## src/rtl/upgrade_replay_buf.sv

```systemverilog
module upgrade_replay_buf #(
  parameter int DEPTH   = 8,
  parameter int ADDR_W  = 32,
  parameter int EPOCH_W = 8
) (
  input  logic               clk,
  input  logic               rst_n,
  input  logic               mark_valid,
  input  logic [ADDR_W-1:0]  mark_addr,
  input  logic [EPOCH_W-1:0] mark_epoch,
  input  logic               homefree,
  input  logic               squash,
  output logic               up_valid,
  input  logic               up_ready,
  output logic [ADDR_W-1:0]  up_addr,
  output logic [EPOCH_W-1:0] up_epoch,
  output logic               spill,
  output logic               replay_done
);
  localparam int PTR_W = (DEPTH > 1) ? $clog2(DEPTH) : 1;
  localparam int CNT_W = $clog2(DEPTH + 1);
  localparam logic [CNT_W-1:0] FULL_CNT = CNT_W'(DEPTH);
  localparam logic [PTR_W-1:0] LAST_PTR = PTR_W'(DEPTH - 1);

  logic [ADDR_W-1:0]  addr_q [DEPTH];
  logic [EPOCH_W-1:0] ep_q   [DEPTH];
  logic [DEPTH-1:0]   live_q, hit;
  logic [PTR_W-1:0]   head_q, tail_q;
  logic [CNT_W-1:0]   cnt_q;
  logic               replay_q;
  logic               dup, full, push, pop;

  function automatic logic [PTR_W-1:0] bump(input logic [PTR_W-1:0] p);
    return (p == LAST_PTR) ? '0 : p + 1'b1;
  endfunction

  for (genvar i = 0; i < DEPTH; i++) begin : g_cmp
    assign hit[i] = live_q[i] && (addr_q[i] == mark_addr);
  end

  assign dup         = |hit;
  assign full        = (cnt_q == FULL_CNT);
  assign push        = mark_valid && !dup && !full && !squash;
  assign pop         = up_valid && up_ready;
  assign up_valid    = replay_q && (cnt_q != '0);
  assign up_addr     = addr_q[head_q];
  assign up_epoch    = ep_q[head_q];
  assign spill       = mark_valid && full && !dup && !squash;
  assign replay_done = replay_q && (cnt_q == '0);

  always_ff @(posedge clk) begin
    if (push) begin
      addr_q[tail_q] <= mark_addr;
      ep_q[tail_q]   <= mark_epoch;
    end
  end

  always_ff @(posedge clk) begin
    if (!rst_n || squash) begin
      live_q   <= '0;
      head_q   <= '0;
      tail_q   <= '0;
      cnt_q    <= '0;
      replay_q <= 1'b0;
    end else begin
      if (push) begin
        live_q[tail_q] <= 1'b1;
        tail_q         <= bump(tail_q);
      end
      if (pop) begin
        live_q[head_q] <= 1'b0;
        head_q         <= bump(head_q);
      end
      case ({push, pop})
        2'b10:   cnt_q <= cnt_q + 1'b1;
        2'b01:   cnt_q <= cnt_q - 1'b1;
        default: cnt_q <= cnt_q;
      endcase
      if (homefree)         replay_q <= 1'b1;
      else if (replay_done) replay_q <= 1'b0;
    end
  end

  p_cap_r9: assert property (@(posedge clk) disable iff (!rst_n)
    cnt_q <= FULL_CNT);

  p_no_overflow_r3: assert property (@(posedge clk) disable iff (!rst_n)
    spill && !pop |=> cnt_q == $past(cnt_q));

  p_dup_ignored_r4: assert property (@(posedge clk) disable iff (!rst_n)
    mark_valid && dup && !pop && !squash |=> cnt_q == $past(cnt_q));

  p_hold_r6: assert property (@(posedge clk) disable iff (!rst_n)
    up_valid && !up_ready && !squash |=> up_valid && $stable(up_addr) && $stable(up_epoch));

  p_done_pulse_r7: assert property (@(posedge clk) disable iff (!rst_n)
    replay_done && !homefree |=> !replay_done);

  p_squash_r8: assert property (@(posedge clk) disable iff (!rst_n)
    squash |=> !up_valid && !replay_done && (cnt_q == '0));
endmodule

```

## config.mk

```make
export PLATFORM = sky130hd
export DESIGN_NAME = upgrade_replay_buf
export DESIGN_NICKNAME = d
export VERILOG_FILES = /design/src/rtl/upgrade_replay_buf.sv
export SDC_FILE = /design/constraint.sdc
export NUM_CORES = 1
export LEC_CHECK = 0
export ABC_AREA = 1
export BUFFER_PORTS_ARGS = -buffer_cell sky130_fd_sc_hd__buf_2
export CAP_MARGIN = 5
export CORE_MARGIN = 8
export CORE_UTILIZATION = 50
export CTS_BUF_LIST = sky130_fd_sc_hd__clkbuf_2 sky130_fd_sc_hd__clkbuf_4 sky130_fd_sc_hd__clkbuf_8
export CTS_CLUSTER_SIZE = 10
export DETAILED_ROUTE_END_ITERATION = 7
export PLACE_DENSITY = 0.7
export SYNTH_ARGS = -nofsm -noshare
export SYNTH_HDL_FRONTEND = slang
export SYNTH_SLANG_ARGS = --single-unit
```

## constraint.sdc

```tcl
create_clock -name clk -period 4.01 [get_ports clk]
set_input_delay 0.401 -clock clk [delete_from_list [all_inputs] [get_ports clk]]
set_output_delay 0.401 -clock clk [all_outputs]
set_load 0.03 [all_outputs]
```

==> results.toml, run 1 <==
[outcome]
status = "finished clean"

[place]
gp_congestion = 1.082
hpwlAfterDp_mm = 43.57
postPlaceCellArea_um2 = 18360
numPortBuffers = 88
place_inst = 2399

[critical_path]
r2r_end = "cnt_q[2]"
r2r_cells = 15
critical_path_class = "flip-flop to primary output"
cp_max_fo = 76
critPathCaptureType = "primary output"
cp-start-kind = "flip-flop"
arrival_ps = 2930
r2r_setup_slack_ps = 860
worstReg2RegStart = "addr_q[3][10]"
cp.required_ps = 3610

[sta]
final.period_utilization_pct = 83.19
timing.fmax_mhz = 299.8
tightest_slew_ps = 1043
hold_viol = 0
slew_headroom_pct = 30.46
final.setup.tns_ps = 0
final.min_clock_period_ps = 3336
skew_ps = 45.50
setup_viol = 0
slew_violations = 0
rsz0062_at_grt = "false"

[grt]
overflow = 0
grt_pass1_vias = 13880
track_usage_pct = 29.46
grt_pass1_wl_mm = 90.65
antenna_found_initial = 1
grt_max_degree = 146

[logic_synthesis]
post_synth_num_cell_types = 37
ys_top_cells_by_area = "edfxtp_1 55%, nand2_1 9.0%, o21ai_0 6.0%, nor2_1 5.3%, inv_1 3.9%"
yosys_warnings = 0
synth_top_area_share_pct = 54.79
synthFlopType = "edfxtp_1"
async_reset_ff_share_pct = 0
synth-seq-area-share_pct = 57.30
synth_most_common_cell = "nand2_1"
syn_inst = 1924
avgSynthCellArea_um2 = 9.115
syn_area_um2 = 17540
yosys.area.top_type = "edfxtp_1"
yosys-top-cells-count = "422 x nand2_1, 320 x edfxtp_1, 247 x nor2_1"
ys_ff_latch = 342
syn-num-nets = 1977
synth-edff-count = 320

[hold_path]
hp-class = "input port to flip-flop"
whs_endpoint = "addr_q[0][31]"
holdPathStages = 1
hold_start = "mark_addr[31]"

[finish]
fin_cells = 2516
n_antenna_cell = 0
post-route-util_pct = 56.89
final_area_um2 = 19650
drive_gt1_share_pct = 12.95
fill_cells = 3125
final_nets = 2066
syn_to_final_growth_pct = 12.04

[floorplan]
die_x_um = 203.3
io_pins = 89
rows = 68
design.die.area_um2 = 41320
die_h_um = 203.3
initial_core_util_pct = 50.77
core_area_um2 = 34540

[drt]
num_vias = 14800
drt_iter0_markers = 1870
wl_mm = 62.33
ant_nets = 0
wl_per_cell_um = 24.77
first_pass_iters = 6
drc = 0
viasPerCell = 5.882

[clock_tree]
cts_num_sinks = 342
cts_tree = "built"
cts_made_buffers = 58
clockRootBuffer = "clkbuf_8"
cts_resized = 0
cts_max_level = 2
clkSlewWorstSetupHoldPaths_ps = 60
cts.path.max_buffers = 3
worstSkewPairLatency_ps = 680
post-cts-setup-buffers = 0

[power]
power_mw = 7.806
p_leak_nw = 7.602
ir_drop_v = 0.0004271
cellPowerDensity_nw_per_um2 = 397.2

[job]
cap_violations = 0
-- flip-flops by register name, summed over array words and instances, names as in the netlist, named ones only --
| signal | cells |
|---|---|
| replay_q | 1 |
| head_q | 3 |
| tail_q | 3 |
| ep_q | 64 |
| cnt_q | 4 |
| addr_q | 256 |
| live_q | 8 |
-- layout by cell type (no fill, tap or decap), drive strengths merged, types with 20 or more instances in the layout --
master	n
o21ai	240
clkbuf	80
edfxtp	320
nor2	259
a21oi	103
dfxtp	22
clkinv	25
nand3	28
xor2	20
xnor2	63
buf	113
nand4	20
a31oi	40
nand2	429
o22ai	32
inv	205
-- cells by family (layout without fill, tap and decap cells) --
family	count (synthesis)	in the layout	share of synthesized area, %
compound gates	435	435	13.43
simple gates	759	759	17.50
xor+xnor	83	83	4.145
buf+inv	298	435	7.127
flops	342	342	57.30
fa+ha+maj	7	7	0.4994
-- how the worst max path moves through the flow --
stage | startpoint | to | cells after the start
5_1_grt | flip-flop | up_addr[24] | 7
3_5_place_dp | mark_addr[10] | cnt_q[2] | 17
4_1_cts | flip-flop | up_addr[24] | 7
2_1_floorplan | mark_addr[4] | addr_q[0][0] | 13
6_report | flip-flop | up_addr[24] | 7
3_3_place_gp | mark_addr[10] | cnt_q[2] | 17
-- layer usage --
metal  share of wire (%)  routed length (um)  global-route usage [%]
met1                  40               25240                   40.25
met2                  45               28120                   45.41
met3                  10                6316                   5.490
met4                 4.2                2632                   13.13
met5               0.021                  13                       0
-- timing repair --
item | 4_1_cts | 5_1_grt
endpoints found under the setup margin | 0 | 0
endpoints found under the hold margin | 65 | 0
hold buffers | 9 | 0
-- through the flow --
step	hold WS (ps)	setup WS, ps
after floorplan	424.1	1350
after detailed placement	444.4	519.5
after CTS	75.83	658.0
final	108.2	674.1
after global placement	442.0	539.7
after global routing	95.54	465.6
-- final cells by class --
| cell class | instances | area (um^2) | share of cell area [%] |
|---|---|---|---|
| clock inverter | 28 | 215.2 | 1.095 |
| timing repair buffer | 122 | 818.3 | 4.164 |
| sequential | 342 | 10050 | 51.17 |
| tap | 455 | 569.3 | 2.897 |
| inverter | 205 | 772.0 | 3.929 |
| clock buffer | 80 | 982.2 | 4.998 |
| multi-input combinational | 1284 | 6238 | 31.75 |
-- critical path, stage by stage (launching register included) --
cell,delay (ps)
dfxtp_2,420
inv_2,70
buf_4,760
o21ai_0,210
o22ai_1,190
nor2_1,60
a31oi_1,220
buf_2,260
-- where the power goes --
| part | switching [mW] | internal, mW | leakage (nW) |
|---|---|---|---|
| Sequential | 0.0225 | 3.94 | 3.07 |
| Combinational | 0.429 | 0.155 | 3.90 |
| Clock | 1.48 | 1.78 | 0.630 |
| Total | 1.93 | 5.87 | 7.60 |
(Power assumes the default switching activity.)
==> run 2, diff against run 1 <==
Settings changed: ABC_AREA 1 to 0, PLACE_DENSITY 0.7 to 0.73.
Clock period 4.01 ns to 3.05 ns, I/O delays scaled along.
==> run 2 against run 1 <==
The run now ends with setup timing left. Sequential power rose by 31%. Non-clock buffer count grew 163. Critical path type is now input port to primary output. Hold slack worse by 71 ps. Sequential share of layout area fell by 1.2 points.
==> results.toml, run 2 <==
[outcome]
status = "finished with violations"
violations = "setup timing"

[power]
cellPowerDensity_nw_per_um2 = 493.8
power_mw = 9.932
p_leak_nw = 6.956
ir_drop_v = 0.0005363

[sta]
hold_ws_ps = 37.63
final.setup.tns_ps = -208.3
slew_headroom_pct = 47.27
setup_viol = 3
hold_viol = 0
skew_ps = 18.82
final.min_clock_period_ps = 3144
setup_slack_ps = -93.78
tightest_slew_ps = 789.9
slew_violations = 0
rsz0062_at_grt = "true"
final.period_utilization_pct = 103.1
timing.fmax_mhz = 318.1

[place]
gp_congestion = 0.9492
numPortBuffers = 88
hpwlAfterDp_mm = 32.92

[grt]
overflow = 0
grt_pass1_wl_mm = 67.45
track_usage_pct = 24.00
antenna_found_initial = 1
grt_pass1_vias = 10215
grt_max_degree = 56

[critical_path]
critPathCaptureType = "primary output"
crit_chain = "dlygate4sd3_1 > buf_2 > xnor2_2 > nand4_1 > nor4_2 > nand4_1 > o311a_1 > buf_4 > and3_4 > buf_6"
worstSetupStartpoint = "mark_addr[24]"
critical_path_class = "input port to primary output"
crit_top_cell = "nand4_1"
cp_top_family = "buffers and inverters"
r2r_setup_slack_ps = -80
max_stage_delay_ps = 540
cp-endpoint = "spill"
arrival_ps = 2840
path_depth = 10
r2r_cells = 13
cp-start-kind = "input port"
r2r_end = "cnt_q[2]"
crit_slowest_cell = "dlygate4sd3_1"
cp.required_ps = 2740
worstReg2RegStart = "addr_q[0][18]"
cp_max_fo = 7
path_buf_inv = 4

[floorplan]
die_x_um = 195.9
die_h_um = 195.9
rows = 66
initial_core_util_pct = 50.24
design.die.area_um2 = 38370
core_area_um2 = 32210
io_pins = 89

[logic_synthesis]
synth_most_common_cell = "edfxtp_1"
syn_inst = 986
yosys.area.top_type = "edfxtp_1"
avgSynthCellArea_um2 = 16.41
syn_area_um2 = 16180
ys_ff_latch = 342
synth-seq-area-share_pct = 62.11
synthFlopType = "edfxtp_1"
yosys-top-cells-count = "320 x edfxtp_1, 212 x xor2_1, 80 x mux4_2"
synth-edff-count = 320
async_reset_ff_share_pct = 0
yosys_warnings = 0
syn-num-nets = 1039
ys_top_cells_by_area = "edfxtp_1 59%, xor2_1 11%, mux4_2 11%, mux2_2 2.8%, dfxtp_1 2.7%"
post_synth_num_cell_types = 39
synth_top_area_share_pct = 59.39

[clock_tree]
clockRootBuffer = "clkbuf_8"
cts_num_sinks = 342
worstSkewPairLatency_ps = 620
cts_tree = "built"
cts.path.max_buffers = 3
cts_made_buffers = 55
clkSlewWorstSetupHoldPaths_ps = 60
cts_max_level = 2

[finish]
syn_to_final_growth_pct = 24.33
final_common_cell = "edfxtp_1"
top_register = "addr_q"
drive_gt1_share_pct = 40.59
final_nets = 1322
multi_input_area_um2 = 6145
ff_latch_area_um2 = 10060
fill_cells = 2375
post-route-util_pct = 62.46
reg_top3 = "addr_q (256), ep_q (64), live_q (8)"
n_antenna_cell = 0
largest_reg_flops = 256
layout_common_cells = "320 x edfxtp_1, 203 x xor2_1, 153 x buf_4, 87 x buf_2, 80 x mux4_2"

[drt]
drc = 0
drt_iter0_markers = 1014
first_pass_iters = 5
ant_nets = 0
num_vias = 9994
wl_mm = 46.14
viasPerCell = 5.807
wl_per_cell_um = 26.81

[job]
cap_violations = 0

[hold_path]
hp-class = "input port to flip-flop"
run 2: area by class of cell:
| cell class | instances | area share [%] |
|---|---|---|
| Clock buffer | 74 | 4.628 |
| Timing Repair Buffer | 285 | 11.38 |
| Inverter | 2 | 0.03732 |
| Multi-Input combinational cell | 583 | 30.55 |
| Clock inverter | 27 | 0.8646 |
| Tap cell | 408 | 2.538 |
| Sequential cell | 342 | 50.00 |
run 2: through the flow:
| step | worst slack, ps | cells | instance area, um^2 |
|---|---|---|---|
| 2_1_floorplan | -487.6 | 986 | 16460 |
| 3_3_place_gp | -456.4 | 1601 | 18470 |
| 3_5_place_dp | -530.8 | 1601 | 18470 |
| 4_1_cts | -33.59 | 1719 | 19890 |
| 5_1_grt | -238.2 | 1721 | 20120 |
| 6_report | -93.78 | 1721 | 20120 |
run 2: what timing repair did:
item	4_1_cts	5_1_grt
pin swaps	15	15
endpoints found under the setup margin	41	139
hold endpoints to repair	75	0
gates resized for setup	25	34
hold buffers	16	0
setup buffers	1	3
run 2: logic make-up (layout without fill, tap and decap cells):
kind of cell / Yosys count / count (layout) / synth area share, %
flip-flops: 342 / 342 / 62.11
multiplexers: 124 / 124 / 14.17
buffers and inverters: 61 / 388 / 2.521
AO/OA/AOI/OAI: 29 / 29 / 1.044
AND/OR/NAND/NOR: 164 / 164 / 5.591
adder cells (fa/ha/maj): 7 / 7 / 0.5413
XOR/XNOR: 259 / 259 / 14.02
run 2: where the power goes:
| part | internal, mW | total (mW) | switching [mW] | leakage (nW) |
|---|---|---|---|---|
| Clock | 2.09 | 3.95 | 1.87 | 0.592 |
| Combinational | 0.326 | 0.794 | 0.468 | 3.29 |
| Sequential | 5.16 | 5.18 | 0.0223 | 3.07 |
run 2: metal layers:
metal / GRT usage (%) / routed length, um / vias to the layer above / part of all wire [%]
li1: - / - / 4364 / -
met1: 33.20 / 19170 / 5064 / 42
met2: 37.05 / 21340 / 468 / 46
met3: 5.158 / 3783 / 96 / 8.2
met4: 8.956 / 1831 / 2 / 4.0
met5: 0 / 10 / - / 0.022
run 2: worst reg2reg max path: stages, from the launching register on:
cell      delay (ps)
edfxtp_1         420
xor2_1           230
nor4_2           430
nand4_1          230
nor3_1           340
nor3_2           110
nand3_4          140
ha_4             170
xor2_2           140
ha_2             190
a21oi_2           40
xor2_1           170
or3_1            310
a21oi_1          130
run 2: worst min-delay path by stage:
stage               depth (start not counted)  slack [ps]          start             to
global placement                            2         450      live_q[5]      live_q[5]
floorplan                                   0         400   mark_addr[0]   addr_q[0][0]
detailed placement                          2         450      live_q[5]      live_q[5]
global route                                1          20  mark_addr[29]  addr_q[4][29]
finish                                      1          40  mark_addr[29]  addr_q[2][29]
CTS                                         1           9  mark_addr[29]  addr_q[4][29]
==> run 3, diff against run 2 <==
Settings changed: CORE_UTILIZATION 50 to 40, PLACE_DENSITY 0.73 to 0.61, SETUP_SLACK_MARGIN from default to 0.1.
==> run 3 against run 2 <==
The flow still finishes with violations (setup timing). Sequential power hardly changed. Final cell count is 10% higher. First-iteration DRC count down 7.6%. Utilization decreased by 9.5 points. Total power is 3.1% higher. Cell area grew 4.9%. Sequential share of layout area decreased by 2.3 points. Clock skew rose by 25 ps. Critical endpoint is now addr_q[0][7].
==> results.toml, run 3 (synthesis gave the netlist of run 2 again) <==
[drt]
viasPerCell = 5.411
num_vias = 10270
first_pass_iters = 5
drt_iter0_markers = 937
drc = 0
wl_per_cell_um = 27.06
ant_nets = 0
wl_mm = 51.35

[place]
hpwlAfterDp_mm = 35.22
dpl_worst_slack_ps = -398.5
gp_congestion = 0.9493
numPortBuffers = 88

[power]
p_leak_nw = 7.374
ir_drop_v = 0.0005785
cellPowerDensity_nw_per_um2 = 485.2
power_mw = 10.24

[clock_tree]
cts_num_sinks = 342
worstSkewPairLatency_ps = 670
cts_max_level = 2
clockRootBuffer = "clkbuf_8"
cts.path.max_buffers = 3
cts_made_buffers = 57
clkSlewWorstSetupHoldPaths_ps = 60
cts_tree = "built"

[sta]
setup_slack_ps = -72.54
setup_viol = 46
hold_viol = 0
slew_violations = 0
slew_headroom_pct = 45.11
skew_ps = 43.93
hold_ws_ps = 47.13
timing.fmax_mhz = 320.3
rsz0062_at_grt = "true"
final.setup.tns_ps = -1635
tightest_slew_ps = 822.2
final.min_clock_period_ps = 3123
final.period_utilization_pct = 102.4

[grt]
met3_usage_pct = 3.800
met1_usage_pct = 27.67
met2_usage_pct = 33.09
antenna_found_initial = 1
track_usage_pct = 20.56
top_usage_layer = "met2"
grt_max_degree = 48
grt_pass1_wl_mm = 71.15
overflow = 0
grt_pass1_vias = 10382

[critical_path]
r2r_cells = 14
cp.required_ps = 3430
arrival_ps = 3500
max_stage_delay_ps = 420
path_depth = 14
cp_max_fo = 5
critPathCaptureType = "flip-flop"
cp_top_family = "buffers and inverters"
worstSetupStartpoint = "addr_q[1][1]"
crit_slowest_cell = "edfxtp_1"
path_buf_inv = 7
critical_path_class = "flip-flop to flip-flop"
crit_chain = "xor2_1 > nor4_2 > buf_4 > nand4_1 > o31ai_1 > nor3_2 > nand3_4 > buf_6 > buf_6 > buf_12 > nor4_4 > buf_4 > clkbuf_16 > clkbuf_16"
r2r_end = "addr_q[0][7]"
worstReg2RegStart = "addr_q[1][1]"
r2r_setup_slack_ps = -70
cp-start-kind = "flip-flop"
cp-endpoint = "addr_q[0][7]"

[finish]
drive_gt1_share_pct = 42.83
fill_cells = 3319
layout_common_cells = "320 x edfxtp_1, 205 x xor2_1, 176 x buf_4, 87 x buf_2, 80 x mux4_2"
reg_top3 = "addr_q (256), ep_q (64), live_q (8)"
largest_reg_flops = 256
n_antenna_cell = 0
final_common_cell = "edfxtp_1"
syn_to_final_growth_pct = 30.45
top_register = "addr_q"
final_nets = 1378

[floorplan]
io_pins = 89
die_h_um = 217.1
design.die.area_um2 = 47140
die_x_um = 217.1
core_area_um2 = 39820
rows = 73
initial_core_util_pct = 40.63

[hold_path]
hp-class = "input port to flip-flop"
holdPathStages = 1

[outcome]
status = "finished with violations"
violations = "setup timing"

[job]
cap_violations = 0
[run 3: changes by cell type in the layout (fill, tap and decap cells not counted), moves of 5 or more]
cell | previous run | this run
clkbuf_4 | 14 | 26
clkinv_2 | 11 | 4
nor4_2 | 17 | 22
buf_12 | 25 | 31
nor4_1 | 35 | 29
clkbuf_16 | 0 | 12
buf_4 | 153 | 176
[run 3: report_power, final]
group	switching [mW]	leakage, nW	total [mW]	internal (mW)
clock	1.92	0.616	4.17	2.25
sequential	0.0219	3.07	5.18	5.16
combinational	0.499	3.69	0.885	0.386
total	2.44	7.37	10.2	7.80
[run 3: cell type report]
cell class	count	area (um^2)	share of cell area, %
Sequential cell	342	10060	47.66
Clock buffer	83	979.7	4.642
Multi-Input combinational cell	583	6153	29.15
Clock inverter	24	177.7	0.8418
Tap cell	525	656.9	3.112
Timing Repair Buffer	339	3073	14.56
Inverter	2	7.507	0.03557
[run 3: layer usage]
| layer | wire length (um) | vias to the layer above |
|---|---|---|
| met2 | 24670 | 384 |
| met1 | 21620 | 5314 |
| met3 | 3512 | 84 |
| li1 | - | 4486 |
| met4 | 1535 | 2 |
| met5 | 13 | - |
[run 3: worst min path at each step]
stage / startpoint / end / slack [ps]
6_report: mark_addr[2] / addr_q[6][2] / 50
5_1_grt: mark_addr[16] / addr_q[6][16] / 30
4_1_cts: mark_addr[2] / addr_q[6][2] / 4
3_5_place_dp: live_q[5] / live_q[5] / 450
3_3_place_gp: live_q[5] / live_q[5] / 440
2_1_floorplan: mark_addr[0] / addr_q[0][0] / 400
[run 3: per-stage QoR]
step,utilization (%),instances,cell area (um^2)
2_1_floorplan,-,986,16500
3_3_place_gp,47.08,1738,18750
3_5_place_dp,47.08,1738,18750
4_1_cts,51.16,1869,20370
5_1_grt,53.00,1898,21110
6_report,53.00,1898,21110
[run 3: timing repair]
item	CTS	global route
endpoints found under the hold margin	95	0
setup buffers	6	14
gates resized for setup	40	39
setup endpoints to repair	334	224
cloned	0	15
pin swaps	20	12
hold buffers	19	0
